--- src/rtl/sdrst_pkg.sv ---
package sdrst_pkg;

   typedef enum logic [2:0] {
      ST_IDLE,
      ST_WAKE,
      ST_CMD,
      ST_WAIT,
      ST_RECV,
      ST_TAIL,
      ST_DONE
   } sdrst_state_t;

   localparam int SDRST_FRAME_W = 48;
   localparam int SDRST_TAIL_CYC = 8;
   localparam int SDRST_BYTE_W = 8;

   // start 0, transmit 1, index 0, argument 0, check 1001010, stop 1
   localparam logic [SDRST_FRAME_W-1:0] SDRST_RESET_FRAME =
      {2'b01, 6'd0, 32'd0, 7'b1001010, 1'b1};

   localparam logic [SDRST_BYTE_W-1:0] SDRST_GOOD_STATUS = 8'h01;
   localparam logic [SDRST_BYTE_W-1:0] SDRST_NO_STATUS = 8'hFF;

endpackage

--- src/rtl/sdrst_tick.sv ---
module sdrst_tick #(
   parameter int HALF_DIV = 64
) (
   input  logic clk,
   input  logic rst,
   input  logic run,
   output logic tick
);

   generate
      if (HALF_DIV == 1) begin : g_direct
         assign tick = run;
      end else begin : g_count
         localparam int DW = $clog2(HALF_DIV);
         localparam logic [DW-1:0] LAST = DW'(HALF_DIV - 1);
         logic [DW-1:0] div_q;

         assign tick = run && (div_q == LAST);

         always_ff @(posedge clk) begin
            if (rst || !run || tick) div_q <= '0;
            else                     div_q <= div_q + 1'b1;
         end
      end
   endgenerate

endmodule

--- src/rtl/sdrst_sclk.sv ---
module sdrst_sclk (
   input  logic clk,
   input  logic rst,
   input  logic run,
   input  logic tick,
   output logic sclk,
   output logic rise,
   output logic fall
);

   assign rise = tick && !sclk;
   assign fall = tick && sclk;

   always_ff @(posedge clk) begin
      if (rst || !run) sclk <= 1'b0;
      else if (tick)   sclk <= ~sclk;
   end

endmodule

--- src/rtl/sdrst_ctrl.sv ---
module sdrst_ctrl
   import sdrst_pkg::*;
#(
   parameter int WAKE_CYC = 80,
   parameter int RESP_WINDOW = 16,
   parameter int MAX_RETRY = 8
) (
   input  logic                           clk,
   input  logic                           rst,
   input  logic                           start,
   input  logic                           miso,
   input  logic                           rise,
   input  logic                           fall,
   output logic                           run,
   output logic                           cs_n,
   output logic                           mosi,
   output logic                           done,
   output logic                           ok,
   output logic [SDRST_BYTE_W-1:0]        status,
   output logic [$clog2(MAX_RETRY+1)-1:0] retries
);

   localparam int RW = $clog2(MAX_RETRY + 1);
   localparam int MAX_A = (WAKE_CYC > SDRST_FRAME_W) ? WAKE_CYC : SDRST_FRAME_W;
   localparam int MAXC = (MAX_A > RESP_WINDOW) ? MAX_A : RESP_WINDOW;
   localparam int CW = $clog2(MAXC + 1);
   localparam logic [CW-1:0] WAKE_LAST = CW'(WAKE_CYC - 1);
   localparam logic [CW-1:0] FRAME_LAST = CW'(SDRST_FRAME_W - 1);
   localparam logic [CW-1:0] WIN_END = CW'(RESP_WINDOW);
   localparam logic [CW-1:0] BYTE_END = CW'(SDRST_BYTE_W);
   localparam logic [CW-1:0] TAIL_LAST = CW'(SDRST_TAIL_CYC - 1);
   localparam logic [RW-1:0] RETRY_MAX = RW'(MAX_RETRY);

   sdrst_state_t              state;
   logic [CW-1:0]             cnt;
   logic [SDRST_FRAME_W-1:0]  frame_sr;
   logic [SDRST_BYTE_W-1:0]   rx_sr;
   logic                      got;

   assign run = (state != ST_IDLE) && (state != ST_DONE);

   always_ff @(posedge clk) begin
      if (rst) begin
         state    <= ST_IDLE;
         cnt      <= '0;
         frame_sr <= '0;
         rx_sr    <= '0;
         got      <= 1'b0;
         cs_n     <= 1'b1;
         mosi     <= 1'b1;
         done     <= 1'b0;
         ok       <= 1'b0;
         status   <= SDRST_NO_STATUS;
         retries  <= '0;
      end else begin
         unique case (state)
            ST_IDLE, ST_DONE: begin
               if (start) begin
                  state   <= ST_WAKE;
                  cnt     <= '0;
                  got     <= 1'b0;
                  cs_n    <= 1'b1;
                  mosi    <= 1'b1;
                  done    <= 1'b0;
                  ok      <= 1'b0;
                  status  <= SDRST_NO_STATUS;
                  retries <= '0;
               end
            end
            ST_WAKE: begin
               if (fall) begin
                  if (cnt == WAKE_LAST) begin
                     state    <= ST_CMD;
                     cnt      <= '0;
                     cs_n     <= 1'b0;
                     mosi     <= SDRST_RESET_FRAME[SDRST_FRAME_W-1];
                     frame_sr <= {SDRST_RESET_FRAME[SDRST_FRAME_W-2:0], 1'b1};
                  end else begin
                     cnt <= cnt + 1'b1;
                  end
               end
            end
            ST_CMD: begin
               if (fall) begin
                  if (cnt == FRAME_LAST) begin
                     state <= ST_WAIT;
                     cnt   <= '0;
                     mosi  <= 1'b1;
                  end else begin
                     cnt      <= cnt + 1'b1;
                     mosi     <= frame_sr[SDRST_FRAME_W-1];
                     frame_sr <= {frame_sr[SDRST_FRAME_W-2:0], 1'b1};
                  end
               end
            end
            ST_WAIT: begin
               if (rise) begin
                  if (!miso) begin
                     state <= ST_RECV;
                     rx_sr <= {rx_sr[SDRST_BYTE_W-2:0], miso};
                     cnt   <= CW'(1);
                  end else begin
                     cnt <= cnt + 1'b1;
                  end
               end else if (fall && cnt == WIN_END) begin
                  cnt <= '0;
                  if (retries == RETRY_MAX) begin
                     state <= ST_TAIL;
                     cs_n  <= 1'b1;
                  end else begin
                     state    <= ST_CMD;
                     retries  <= retries + 1'b1;
                     mosi     <= SDRST_RESET_FRAME[SDRST_FRAME_W-1];
                     frame_sr <= {SDRST_RESET_FRAME[SDRST_FRAME_W-2:0], 1'b1};
                  end
               end
            end
            ST_RECV: begin
               if (rise) begin
                  rx_sr <= {rx_sr[SDRST_BYTE_W-2:0], miso};
                  cnt   <= cnt + 1'b1;
               end else if (fall && cnt == BYTE_END) begin
                  state <= ST_TAIL;
                  cnt   <= '0;
                  cs_n  <= 1'b1;
                  got   <= 1'b1;
               end
            end
            ST_TAIL: begin
               if (fall) begin
                  if (cnt == TAIL_LAST) begin
                     state  <= ST_DONE;
                     done   <= 1'b1;
                     status <= got ? rx_sr : SDRST_NO_STATUS;
                     ok     <= got && (rx_sr == SDRST_GOOD_STATUS);
                  end else begin
                     cnt <= cnt + 1'b1;
                  end
               end
            end
            default: state <= ST_IDLE;
         endcase
      end
   end

endmodule

--- src/rtl/sdrst_seq.sv ---
module sdrst_seq #(
   parameter int HALF_DIV = 64,
   parameter int WAKE_CYC = 80,
   parameter int RESP_WINDOW = 16,
   parameter int MAX_RETRY = 8
) (
   input  logic                           clk,
   input  logic                           rst,
   input  logic                           start,
   input  logic                           miso,
   output logic                           sclk,
   output logic                           cs_n,
   output logic                           mosi,
   output logic                           done,
   output logic                           ok,
   output logic [7:0]                     status,
   output logic [$clog2(MAX_RETRY+1)-1:0] retries
);

   generate
      if (HALF_DIV < 1) begin : g_bad_div
         $error("sdrst_seq: HALF_DIV must be at least 1");
      end
      if (WAKE_CYC < 74) begin : g_bad_wake
         $error("sdrst_seq: WAKE_CYC must be at least 74");
      end
      if (RESP_WINDOW < 1) begin : g_bad_window
         $error("sdrst_seq: RESP_WINDOW must be at least 1");
      end
      if (MAX_RETRY < 1) begin : g_bad_retry
         $error("sdrst_seq: MAX_RETRY must be at least 1");
      end
   endgenerate

   logic run;
   logic tick;
   logic rise;
   logic fall;

   sdrst_tick #(
      .HALF_DIV(HALF_DIV)
   ) u_tick (
      .clk (clk),
      .rst (rst),
      .run (run),
      .tick(tick)
   );

   sdrst_sclk u_sclk (
      .clk (clk),
      .rst (rst),
      .run (run),
      .tick(tick),
      .sclk(sclk),
      .rise(rise),
      .fall(fall)
   );

   sdrst_ctrl #(
      .WAKE_CYC   (WAKE_CYC),
      .RESP_WINDOW(RESP_WINDOW),
      .MAX_RETRY  (MAX_RETRY)
   ) u_ctrl (
      .clk    (clk),
      .rst    (rst),
      .start  (start),
      .miso   (miso),
      .rise   (rise),
      .fall   (fall),
      .run    (run),
      .cs_n   (cs_n),
      .mosi   (mosi),
      .done   (done),
      .ok     (ok),
      .status (status),
      .retries(retries)
   );

endmodule

--- config.mk ---
export PLATFORM = sky130hd
export DESIGN_NAME = sdrst_seq
export DESIGN_NICKNAME = d
export VERILOG_FILES = /design/src/rtl/sdrst_pkg.sv /design/src/rtl/sdrst_tick.sv /design/src/rtl/sdrst_sclk.sv /design/src/rtl/sdrst_ctrl.sv /design/src/rtl/sdrst_seq.sv
export SDC_FILE = /design/constraint.sdc
export NUM_CORES = 1
export LEC_CHECK = 0
export BUFFER_PORTS_ARGS = -buffer_cell sky130_fd_sc_hd__buf_2
export CORE_MARGIN = 2
export CORE_UTILIZATION = 63
export DETAILED_ROUTE_END_ITERATION = 8
export GPL_ROUTABILITY_DRIVEN = 0
export GPL_TIMING_DRIVEN = 0
export PLACE_DENSITY = 0.81
export SLEW_MARGIN = 20
export SYNTH_ARGS = -nofsm -noshare
export SYNTH_HDL_FRONTEND = slang
export SYNTH_SLANG_ARGS = --single-unit
--- constraint.sdc ---
create_clock -name clk -period 5.5 [get_ports clk]
set_input_delay 0.825 -clock clk [delete_from_list [all_inputs] [get_ports clk]]
set_output_delay 0.825 -clock clk [all_outputs]
set_load 0.01 [all_outputs]
---- Word-level counts from Yosys, hierarchy flattened ----
Cells that the tools add are included.
word-level totals
  register bits ........................... 90
  output and inout port bits .............. 17
  logic and storage cells ................. 156
operators by class
  add/sub/neg operators ................... 3
  equality and inequality tests ........... 36
  mux-type cells .......................... 72
  bitwise operators ....................... 1
  reductions and logical operators ........ 31
operators with widths
  cell                                                   number
  two-way mux 48 bit                                     7
  case mux 48 bit (3 select lines)                       1
  two-way mux 7 bit                                      12
  two-way mux 8 bit                                      7
  case mux 7 bit (6 select lines)                        1
  two-way mux 3 bit                                      13
  case mux 8 bit (2 select lines)                        2
  AND reduction 8 bit                                    3
  two-way mux 1 bit                                      18
  inequality test 2 x 1 -> 1 bit, second input constant  9
  inequality test 2 bit, second input constant           9
  case mux 3 bit (6 select lines)                        1
  two-way mux 4 bit                                      4
  AND reduction 4 bit                                    3
  AND reduction 11 bit                                   1
  == test 3 bit, second input constant                   3
  AND reduction 9 bit                                    1
  == test 8 x 1 -> 1 bit, second input constant          1
  case mux 1 bit (4 select lines)                        2
  case mux 4 bit (2 select lines)                        1
  nonzero test 2 bit                                     4
  nonzero test 4 bit                                     2
  adder 7 x 1 -> 7 bit, second input constant            1
  == test 7 x 3 -> 1 bit, second input constant          1
  other kinds (22)                                       36

---- Depth between registers and ports, before layout ----
Gate-level depths: netlist (run 1).
  depth after elaboration ................. 8
  depth in mapped cells ................... 9
  mapped depth without buffers ............ 8

---- Modules after synthesis ----
A second synthesis (run 1) with hierarchy kept.
second synthesis, totals
  cell total of the unflattened synthesis .. 466
  area total of the unflattened synthesis .. 4440.5 µm²
modules (own cells, without submodules)
  module      times used  cells each  area each (µm²)
  sdrst_ctrl  1           435         4140.2
  sdrst_tick  1           26          242.7
  sdrst_sclk  1           5           57.6

---- Least setup slack after synthesis (run 1) ----
OpenSTA, ideal clock, no wires.
  kind .................................... reg-to-reg
  start point ............................. reg u_ctrl.cnt[0]
  end point ............................... reg u_ctrl.cnt[0]
  setup time .............................. 67 ps
  arrival ................................. 2235 ps
  required time ........................... 5433 ps
  path slack .............................. 3197 ps
  cell stages (with the launch flop) ...... 10
  period minus slack after synthesis ...... 2303 ps
  path through ............................ dfxtp_1 -> inv_1 -> ha_1 -> or3b_4 -> or3_4 -> a221oi_4 -> o2111ai_2 -> buf_6 -> a2111o_1 -> a21oi_2
between the ends
  longest elaborated chain between the ends .. 4
ends and longest elaborated chain
  element                                                                 RTL line           source
  start: declaration                                                      sdrst_ctrl.sv:35   logic [CW-1:0] cnt;
  start signal: assignment                                                sdrst_ctrl.sv:79   cnt <= cnt + 1'b1;
  start signal: assignment                                                sdrst_ctrl.sv:90   cnt <= cnt + 1'b1;
  start signal: assignment                                                sdrst_ctrl.sv:103  cnt <= cnt + 1'b1;
  adder 7 x 1 -> 7 bit (tied with other cells)                            -
  two-way mux 7 bit (tied with other cells)                               sdrst_ctrl.sv:131  if (cnt == TAIL_LAST) begin
  two-way mux 7 bit (tied with other cells)                               sdrst_ctrl.sv:130  if (fall) begin
  case mux 7 bit (6 select lines) or AND reduction 8 bit (tied branches)  -
Parallel ways exist; a longest one is shown, timed or not. The select of a mux whose other input is x is not followed.
A chain may end at the register's enable or synchronous reset.

---- Worst setup path in the final report (run 1) ----
  start point ............................. reg u_ctrl.cnt[0]
  end point ............................... reg u_ctrl.frame_sr[6]
between the ends
  longest elaborated chain between the ends .. 4
ends and longest elaborated chain
  element                                          RTL line           source
  == test 7 x 5 -> 1 bit                           sdrst_ctrl.sv:105  end else if (fall && cnt == WIN_END) begin
  logical AND 1 bit                                sdrst_ctrl.sv:105
  inequality test 2 x 1 -> 1 bit (no source line)  -
  AND reduction 8 bit (no source line) *           -
  end signal: assignment                           sdrst_ctrl.sv:77   frame_sr <= {SDRST_RESET_FRAME[SDRST_FRAME_W-2:0], 1'b1};
  end signal: assignment                           sdrst_ctrl.sv:92   frame_sr <= {frame_sr[SDRST_FRAME_W-2:0], 1'b1};
  end signal: assignment                           sdrst_ctrl.sv:114  frame_sr <= {SDRST_RESET_FRAME[SDRST_FRAME_W-2:0], 1'b1};
  end: declaration                                 sdrst_ctrl.sv:36   logic [SDRST_FRAME_W-1:0] frame_sr;
Mark *: on every way between the ends. The rest lies on a longest branch, timed or not.

==> flow_metrics.env, run 1 <==
export IMPL_status="completed"
export IMPL_finalNetCount=561
export IMPL_avgRoutedWirePerCell_um=17.29
export IMPL_syn_area_per_cell_um2=8.540
export IMPL_synthCells=522
export IMPL_synth_ff_type="dfxtp_1"
export IMPL_power_leakage_nw=1.668
export IMPL_syn_area_mm2=0.004458
export IMPL_grtUsageTotal=0.3004
export IMPL_synth_top_family_by_area="compound AO/OA/AOI/OAI gates"
export IMPL_power_density_mw_per_mm2=401.3
export IMPL_post_cts_resized=0
export IMPL_routed_via_count=4202
export IMPL_num_antenna_cells=0
export IMPL_coreArea_mm2=0.006832
export IMPL_worstPathArrival_ps=3060
export IMPL_gr_usage_met1=0.3808
export IMPL_dieArea_mm2=0.007765
export IMPL_busiest_layer="met2"
export IMPL_fin_crit_ps=2758
export IMPL_area_growth_syn_to_layout_pct=10.22
export IMPL_clkTransAtPathRegs_ps=90
export IMPL_cts_root_buf="clkbuf_8"
export IMPL_wirelength_mm=11.29
export IMPL_critPathCaptureType="register"
export IMPL_pwr_share_seq=0.359
export IMPL_rows=30
export IMPL_drive_gt1_frac=0.1275
export IMPL_dpl_cell_area_mm2=0.004673
export IMPL_synth_seq_cells=90
export IMPL_whs_path_depth=1
export IMPL_drtPass1Iterations=5
export IMPL_yosysSeqAreaShare=0.4042
export IMPL_synth_fa_ha_area_frac=0.01403
export IMPL_rrSetupSlack_ps=2740
export IMPL_start_kind="register"
export IMPL_cts_htree_levels=3
export IMPL_synth_fp_nets=531
export IMPL_max_freq_mhz=362.5
export IMPL_synth_compound_area_share=0.2484
export IMPL_die_h_um=88.12
export IMPL_tightest_slew_ps=793.7
export IMPL_synth_simple_area_share=0.2397
export IMPL_use_met3=0.06598
export IMPL_grt_pass1_vias=3892
export IMPL_synthArstFlopShare=0
export IMPL_power_frac_clock=0.276
export IMPL_setup_viol=0
export IMPL_path_class="reg2reg"
export IMPL_grt_start_max_net_pins=16
export IMPL_post_route_period_util=0.5015
export IMPL_rr_startpoint="u_ctrl.cnt[0]"
export IMPL_slew_headroom=0.4689
export IMPL_cp_required_ps=5800
export IMPL_numCtsBuffers=9
export IMPL_port_buffers=19
export IMPL_route_antenna_remaining_nets=0
export IMPL_crit_start="u_ctrl.cnt[0]"
export IMPL_cts_sinks=90
export IMPL_via_per_inst=6.435
export IMPL_postLayoutCellArea_mm2=0.004913
export IMPL_rsz0062_at_grt="no"
export IMPL_grt_pass1_wl_mm=18.25
export IMPL_drtIter0Drc=387
export IMPL_slew_violations=0
export IMPL_die_width_um=88.12
export IMPL_drv_cap=0
export IMPL_ir_drop_mv=0.2794
export IMPL_synth_enable_flop_cells=0
export IMPL_synth_cell_types=64
export IMPL_synth_xor_area_frac=0.01375
export IMPL_clockBufferDepth=2
export IMPL_r2r_end="u_ctrl.frame_sr[6]"
export IMPL_cts_tree="done"
export IMPL_ios=21
export IMPL_hp_class="reg2reg"
export IMPL_critPathMaxFanout=10
export IMPL_finalClockSkew_ps=15.79
export IMPL_power_frac_comb=0.365
export IMPL_grt_overflow=0
export IMPL_use_met2=0.5055
export IMPL_dp_hpwl_mm=7.694
export IMPL_switchingPower_mw=0.7749
export IMPL_hold_viol_final=0
export IMPL_clock_latency_ps=370
export IMPL_ff2ff_path_depth=9
export IMPL_tns_ps=0
export IMPL_internal_power_mw=1.197
export IMPL_crit_end="u_ctrl.frame_sr[6]"
export IMPL_drcViolationCount=0
export IMPL_netSwitchingFraction=0.3930
export IMPL_ys_warn_count=0
export IMPL_start_util=0.6526
export IMPL_ctsHoldBuffers=0
export IMPL_postCtsSetupRepairBufs=0
export IMPL_yosys_mux_area_fraction=0.02694
export IMPL_antenna_found_initial=0
through the flow:
step	total power, mW	utilization	hold WS (ps)	std cells	setup WS, ps
after floorplan	1.232	-	423.9	522	3197
after CTS	1.958	0.7192	456.7	653	2799
after global placement	1.411	0.6841	433.1	637	2882
after detailed placement	1.419	0.6841	445.7	637	2809
after global routing	2.061	0.7192	488.2	653	2609
final	1.972	0.7192	454.3	653	2742
placed cells by master (no fill, tap or decap), types with 5 or more instances in the layout:
cell type and instances:
dfxtp_1 90, a21oi_1 43, nor2_1 40, clkbuf_1 36, nand2b_1 33, o21ai_0 26
buf_2 25, nand2_1 25, nor2b_1 22, o41ai_1 21, inv_1 17, a31o_2 17
nand3_1 14, nor3_1 14, mux2i_1 12, clkbuf_8 9, o22ai_1 8, a311oi_1 6
nor3b_1 5, a31oi_1 5, or3_1 5, ha_1 5
synthesized netlist by cell type, drive strengths merged, types with 3 or more instances:
cell type  number  area [um^2]
o32ai           4        35.03
or4             3        22.52
xnor2           4        35.03
clkbuf         35        131.4
or3b            3        28.78
inv            17        63.81
mux2i          12        120.1
nand2b         33        206.5
o22ai           8        50.05
a31oi           5        31.28
nor3b           5        37.54
xor2            3        26.28
nand2          25        93.84
nand3b          4        30.03
nor4            3        33.78
nor2           41        156.4
a31o           17        148.9
buf             7        41.29
o211ai          3        22.52
o21ai          27        138.9
and2            3        18.77
nor3           15        80.08
ha              5        62.56
or3             6        42.54
a311oi          6        52.55
a221oi          4        58.81
a21oi          44        224.0
and3            3        18.77
nand4           4        25.02
nand3          14        70.07
nor2b          22        137.6
dfxtp          90         1802
o41ai          21        183.9
registers in the layout, summed over array words and instances, names as in the netlist:
name / count
u_ctrl.frame_sr: 48
u_ctrl.rx_sr: 8
u_ctrl.status: 8
u_ctrl.cnt: 7
u_tick.g_count.div_q: 6
u_ctrl.retries: 4
u_ctrl.state: 3
u_ctrl.cs_n: 1
u_ctrl.done: 1
u_ctrl.got: 1
u_ctrl.mosi: 1
u_ctrl.ok: 1
u_sclk.sclk: 1
logic make-up after synthesis:
| kind of cell | after synthesis |
|---|---|
| AO/OA/AOI/OAI | 157 |
| XOR/XNOR | 7 |
| adder cells (fa/ha/maj) | 5 |
| buffers and inverters | 59 |
| flip-flops | 90 |
| multiplexers | 12 |
| AND/OR/NAND/NOR | 192 |
worst min-delay path by stage:
stage | from | to | slack (ps)
floorplan | u_tick.g_count.div_q[0] | u_tick.g_count.div_q[0] | 420
global placement | u_tick.g_count.div_q[0] | u_tick.g_count.div_q[0] | 430
detailed placement | u_tick.g_count.div_q[0] | u_tick.g_count.div_q[0] | 450
CTS | u_tick.g_count.div_q[0] | u_tick.g_count.div_q[0] | 460
global route | u_ctrl.done | u_ctrl.done | 490
finish | u_tick.g_count.div_q[0] | u_tick.g_count.div_q[0] | 450
worst max-delay path, cell delays in order, from the launching register on:
cell and delay, ps:
dfxtp_1 360, inv_1 80, ha_1 160, or3b_4 400, nor3_1 390, a21oi_1 230, o21a_1 290, nor2_2 250
buf_2 320, mux2i_1 210
routing by layer:
layer	wire, um	vias up
li1	-	1975
met1	4678	1997
met3	854	34
met5	0	-
met4	252	0
met2	5503	196
layout make-up:
class                      instances  area (um^2)
multi-input combinational        373         2420
fill                             553         1918
sequential                        90         1802
buffer                            42        172.7
clock buffer                      10        127.6
tap                               96        120.1
clock inverter                     6        112.6
timing repair buffer              19        95.09
inverter                          17        63.81
power by group through the flow:
| stage | Clock (mW) | Sequential, mW | Combinational [mW] |
|---|---|---|---|
| global placement | 0 | 0.721 | 0.690 |
| detailed placement | 0 | 0.722 | 0.697 |
| global route | 0.576 | 0.712 | 0.773 |
| CTS | 0.550 | 0.707 | 0.700 |
| floorplan | 0 | 0.718 | 0.514 |
| finish | 0.544 | 0.707 | 0.720 |
No activity file was read; power rests on OpenSTA's default activity.
==> run 2: changes to the inputs <==
--- a/config.mk
+++ b/config.mk
@@ -7,11 +7,11 @@
 export LEC_CHECK = 0
 export BUFFER_PORTS_ARGS = -buffer_cell sky130_fd_sc_hd__buf_2
 export CORE_MARGIN = 2
-export CORE_UTILIZATION = 63
+export CORE_UTILIZATION = 55
 export DETAILED_ROUTE_END_ITERATION = 8
 export GPL_ROUTABILITY_DRIVEN = 0
 export GPL_TIMING_DRIVEN = 0
-export PLACE_DENSITY = 0.81
+export PLACE_DENSITY = 0.75
 export SLEW_MARGIN = 20
 export SYNTH_ARGS = -nofsm -noshare
 export SYNTH_HDL_FRONTEND = slang
==> constraint.sdc (replaced) <==
create_clock -name clk -period 2.49 [get_ports clk]
set_input_delay 0.3735 -clock clk [delete_from_list [all_inputs] [get_ports clk]]
set_output_delay 0.3735 -clock clk [all_outputs]
set_load 0.01 [all_outputs]
==> flow_metrics.env, run 2 (synthesis results as in run 1) <==
export IMPL_grtUsageTotal=0.2743
export IMPL_cts_htree_levels=3
export IMPL_critPathMaxStageDelay_ps=540
export IMPL_avgRoutedWirePerCell_um=17.51
export IMPL_fillers=669
export IMPL_port_buffers=19
export IMPL_grt_pass1_vias=4024
export IMPL_power_leakage_nw=1.765
export IMPL_worstPathArrival_ps=2860
export IMPL_critPathCaptureType="register"
export IMPL_drive_gt1_frac=0.2208
export IMPL_setup_viol=3
export IMPL_regArea_mm2=0.001807
export IMPL_finalNetCount=570
export IMPL_final_common_cell="dfxtp_1"
export IMPL_timing_critical_path_cells="inv_2, ha_1, or3b_4, or3_4, a221oi_4, o2111ai_2, or4b_1, a21oi_2"
export IMPL_routed_via_count=4164
export IMPL_grt_pass1_wl_mm=19.37
export IMPL_ff2ff_path_depth=8
export IMPL_power_density_mw_per_mm2=872.9
export IMPL_hold_path_end="u_ctrl.rx_sr[0]"
export IMPL_cts_root_buf="clkbuf_8"
export IMPL_rrSetupSlack_ps=-60
export IMPL_route_antenna_remaining_nets=0
export IMPL_start_util=0.5710
export IMPL_clock_latency_ps=380
export IMPL_whs_path_depth=3
export IMPL_path_class="reg2reg"
export IMPL_top_register="u_ctrl.frame_sr"
export IMPL_tns_ps=-103.4
export IMPL_die_width_um=94.03
export IMPL_reg_top3="u_ctrl.frame_sr: 48 flops, u_ctrl.rx_sr: 8 flops, u_ctrl.status: 8 flops"
export IMPL_cp_slowest_cell="or4b_1"
export IMPL_min_delay_start="miso"
export IMPL_multi_input_area_mm2=0.002582
export IMPL_cp_required_ps=2790
export IMPL_dieArea_mm2=0.008842
export IMPL_area_growth_syn_to_layout_pct=15.35
export IMPL_dp_hpwl_mm=7.600
export IMPL_wirelength_mm=11.70
export IMPL_p_total_mw=4.489
export IMPL_slew_violations=0
export IMPL_antenna_found_initial=0
export IMPL_rows=32
export IMPL_die_h_um=94.03
export IMPL_ir_drop_mv=0.5626
export IMPL_max_freq_mhz=391.7
export IMPL_tightest_slew_ps=674.4
export IMPL_cts_tree="done"
export IMPL_coreArea_mm2=0.007807
export IMPL_clockBufferDepth=2
export IMPL_final_cell_mix="88 x dfxtp_1, 39 x nor2_1, 36 x a21oi_1, 31 x nand2b_1, 26 x buf_2"
export IMPL_start_kind="register"
export IMPL_critPathMaxFanout=4
export IMPL_r2r_end="u_ctrl.cnt[2]"
export IMPL_dpl_cell_count=643
export IMPL_cts_sinks=90
export IMPL_finalNonFillerCells=668
export IMPL_drv_cap=0
export IMPL_rr_startpoint="u_ctrl.cnt[0]"
export IMPL_drtIter0Drc=296
export IMPL_fin_crit_ps=2553
export IMPL_drtPass1Iterations=5
export IMPL_ctsHoldBuffers=0
export IMPL_numCtsBuffers=9
export IMPL_via_per_inst=6.234
export IMPL_grt_start_max_net_pins=19
export IMPL_rsz0062_at_grt="yes"
export IMPL_worst_slack_ps=-62.87
export IMPL_violations="setup timing"
export IMPL_clkTransAtPathRegs_ps=100
export IMPL_grt_overflow=0
export IMPL_ios=21
export IMPL_num_antenna_cells=0
export IMPL_drcViolationCount=0
export IMPL_finalClockSkew_ps=15.62
export IMPL_slew_headroom=0.5504
export IMPL_hold_viol_final=0
export IMPL_largest_reg_flops=48
export IMPL_post_route_period_util=1.025
export IMPL_status="finished with violations"
export IMPL_hp_class="in2reg"
==> run 2: changes by cell type in the layout (fill, tap and decap cells not counted), sizes merged <==
cell and change:
buf +13, bufinv -3, clkbuf -5, clkinvlp +2
inv +2
==> run 2: through the flow <==
| step | instance area (um^2) | worst slack, ps | hold WS, ps | util |
|---|---|---|---|---|
| 5_1_grt | 5142 | -125.0 | 368.0 | 0.6587 |
| 2_1_floorplan | 4458 | 187.4 | 423.9 | - |
| 3_3_place_gp | 4681 | -210.7 | 436.5 | 0.5995 |
| 3_5_place_dp | 4681 | -247.6 | 448.3 | 0.5995 |
| 4_1_cts | 4957 | 1.443 | 323.1 | 0.6349 |
| 6_report | 5142 | -62.87 | 334.0 | 0.6587 |
==> run 2: routing by layer <==
layer	up-vias	global-route usage	wire, um
li1	1995	-	-
met1	1976	0.3683	5096
met2	158	0.4464	5567
met3	35	0.04815	701
met4	0	0.09179	334
met5	-	0	0
==> run 2: power breakdown <==
group | total, mW | internal [mW] | switching, mW
clock | 0.994 | 0.387 | 0.607
combinational | 1.93 | 0.645 | 1.29
sequential | 1.56 | 1.52 | 0.0414
total | 4.49 | 2.55 | 1.94
==> run 2: what timing repair did <==
| item | CTS | global route |
|---|---|---|
| resized for setup | 15 | 49 |
| pin swaps | 4 | 10 |
| endpoints found under the hold margin | 0 | 0 |
| endpoints found under the setup margin | 57 | 64 |
| setup buffers | 5 | 6 |
==> run 2: worst max path at each step <==
stage	start	endpoint	slack (ps)
detailed placement	u_ctrl.cnt[0]	u_ctrl.frame_sr[6]	-250
global route	u_ctrl.cnt[1]	u_ctrl.cnt[2]	-120
CTS	u_ctrl.cnt[0]	u_ctrl.cnt[1]	1
global placement	u_ctrl.cnt[0]	u_ctrl.frame_sr[6]	-210
floorplan	u_ctrl.cnt[0]	u_ctrl.cnt[0]	190
finish	u_ctrl.cnt[0]	u_ctrl.cnt[2]	-60
==> run 2: critical path, delay by kind of cell, from the launching register on <==
kind                       cells  cell delay, ps
DFF                            1             370
adders and majority gates      1             130
AOI/OAI and AO/OA              3             630
and+or+nand+nor                3            1320
buffers and inverters          1              40
==> run 2: cell type report <==
| type | count | share of cell area |
|---|---|---|
| inverter | 17 | 0.01241 |
| clock buffer | 9 | 0.02409 |
| multi-input combinational | 373 | 0.5022 |
| clock inverter | 7 | 0.01338 |
| buffer | 40 | 0.03577 |
| timing repair buffer | 30 | 0.03601 |
| sequential | 90 | 0.3513 |
| tap | 102 | 0.02482 |
==> run 3: changes to the inputs <==
--- a/config.mk
+++ b/config.mk
@@ -6,6 +6,7 @@
 export NUM_CORES = 1
 export LEC_CHECK = 0
 export BUFFER_PORTS_ARGS = -buffer_cell sky130_fd_sc_hd__buf_2
+export CORE_ASPECT_RATIO = 0.7
 export CORE_MARGIN = 2
 export CORE_UTILIZATION = 55
 export DETAILED_ROUTE_END_ITERATION = 8
==> flow_metrics.env, run 3 (synthesis results as in run 1) <==
export IMPL_cts_sinks=90
export IMPL_top_register="u_ctrl.frame_sr"
export IMPL_status="finished with violations"
export IMPL_route_antenna_remaining_nets=0
export IMPL_finalClockSkew_ps=9.066
export IMPL_path_class="reg2reg"
export IMPL_routed_via_count=4219
export IMPL_power_leakage_nw=1.846
export IMPL_rrSetupSlack_ps=-60
export IMPL_hold_path_end="u_ctrl.rx_sr[0]"
export IMPL_via_per_inst=6.278
export IMPL_clock_latency_ps=350
export IMPL_port_buffers=19
export IMPL_wirelength_mm=11.84
export IMPL_setup_viol=2
export IMPL_dp_hpwl_mm=7.837
export IMPL_clkTransAtPathRegs_ps=60
export IMPL_start_kind="register"
export IMPL_grt_start_max_net_pins=16
export IMPL_cts_root_buf="clkbuf_16"
export IMPL_cp_required_ps=2760
export IMPL_final_cell_mix="88 x dfxtp_1, 40 x a21oi_1, 38 x nor2_1, 33 x nand2b_1"
export IMPL_hold_viol_final=0
export IMPL_num_antenna_cells=0
export IMPL_worst_hold_slack_ps=363.1
export IMPL_cts_tree="done"
export IMPL_largest_reg_flops=48
export IMPL_coreArea_mm2=0.007871
export IMPL_drtPass1Iterations=5
export IMPL_area_growth_syn_to_layout_pct=19.06
export IMPL_drive_gt1_frac=0.2154
export IMPL_r2r_end="u_ctrl.cnt[2]"
export IMPL_finalNonFillerCells=672
export IMPL_grt_pass1_wl_mm=18.60
export IMPL_rsz0062_at_grt="yes"
export IMPL_die_width_um=111.6
export IMPL_drcViolationCount=0
export IMPL_grtUsageTotal=0.2644
export IMPL_critPathCaptureType="register"
export IMPL_power_density_mw_per_mm2=931.7
export IMPL_preCtsSetupSlack_ps=-233.5
export IMPL_worst_slack_ps=-60.33
export IMPL_hp_class="in2reg"
export IMPL_whs_path_depth=3
export IMPL_dieArea_mm2=0.008853
export IMPL_die_h_um=79.33
export IMPL_ctsHoldBuffers=0
export IMPL_max_freq_mhz=392.1
export IMPL_drtIter0Drc=404
export IMPL_ir_drop_mv=0.6304
export IMPL_critPathMaxFanout=5
export IMPL_tightest_slew_ps=643.5
export IMPL_rows=27
export IMPL_slew_headroom=0.5706
export IMPL_reg_top3="u_ctrl.frame_sr: 48 flops, u_ctrl.rx_sr: 8 flops, u_ctrl.status: 8 flops"
export IMPL_violations="setup timing"
export IMPL_drv_cap=0
export IMPL_rr_startpoint="u_ctrl.cnt[0]"
export IMPL_fillers=631
export IMPL_numCtsBuffers=9
export IMPL_ff2ff_path_depth=8
export IMPL_grt_overflow=0
export IMPL_dpl_cell_count=642
export IMPL_finalNetCount=575
export IMPL_p_total_mw=4.945
export IMPL_clockBufferDepth=2
export IMPL_cts_htree_levels=3
export IMPL_fin_crit_ps=2550
export IMPL_start_util=0.5664
export IMPL_min_delay_start="miso"
export IMPL_post_route_period_util=1.024
export IMPL_worstPathArrival_ps=2820
export IMPL_avgRoutedWirePerCell_um=17.62
export IMPL_antenna_found_initial=0
export IMPL_grt_pass1_vias=3661
export IMPL_slew_violations=0
export IMPL_tns_ps=-109.5
export IMPL_final_common_cell="dfxtp_1"
export IMPL_ios=21
-- run 3: changes by cell type in the layout (fill, tap and decap cells not counted), sizes merged --
| cell | delta |
|---|---|
| clkinvlp | -1 |
| bufinv | +1 |
| clkbuf | +4 |
| inv | -2 |
| buf | +3 |
-- run 3: how the worst max path moves through the flow --
stage / startpoint / end / slack (ps) / depth (start not counted)
after floorplan: u_ctrl.cnt[0] / u_ctrl.cnt[0] / 190 / 9
after global placement: u_ctrl.cnt[0] / u_ctrl.frame_sr[6] / -170 / 9
after detailed placement: u_ctrl.cnt[0] / u_ctrl.frame_sr[6] / -230 / 9
after CTS: u_ctrl.cnt[0] / u_ctrl.cnt[0] / -30 / 9
after global routing: u_ctrl.cnt[0] / u_ctrl.cnt[2] / -130 / 8
final: u_ctrl.cnt[0] / u_ctrl.cnt[2] / -60 / 8
-- run 3: where the power goes --
group,leakage [nW],switching [mW],internal (mW)
clock network,0.152,0.573,0.836
logic,0.966,1.31,0.665
registers,0.728,0.0446,1.52
-- run 3: metrics by stage --
stage          instance area [um^2]  utilization
2_1_floorplan                  4458            -
3_3_place_gp                   4679       0.5945
3_5_place_dp                   4679       0.5945
4_1_cts                        5042       0.6406
5_1_grt                        5308       0.6743
6_report                       5308       0.6743
-- run 3: final cells by class --
| type | instances | area, um^2 | area share |
|---|---|---|---|
| buffer | 40 | 190.2 | 0.03583 |
| inverter | 17 | 66.31 | 0.01249 |
| clock buffer | 11 | 252.7 | 0.04762 |
| clock inverter | 5 | 60.06 | 0.01132 |
| tap | 101 | 126.4 | 0.02381 |
| timing repair buffer | 35 | 219.0 | 0.04125 |
| sequential | 90 | 1807 | 0.3404 |
| multi-input combinational | 373 | 2586 | 0.4873 |
-- run 3: worst max-delay path, cell delays in order (launching register included) --
cell and delay, ps:
dfxtp_4 370, inv_4 60, ha_4 110, or3b_4 400, or3_4 400, a221oi_4 330
o2111ai_4 170, or4b_1 500, a21oi_1 130
-- run 3: what timing repair did --
item,CTS,global route
buffers inserted,2,14
cloned,0,0
setup endpoints to repair,45,63
gates resized for setup,9,58
pin swaps,3,12
-- run 3: per-layer routing --
layer  vias up  track usage  wire, um  share of wire
met5         -            0         0              0
met4         0      0.09877       226          0.019
met3        23      0.09084       973          0.082
met2       167       0.3713      5057           0.43
met1      2032       0.3738      5585           0.47
li1       1997            -         -              -
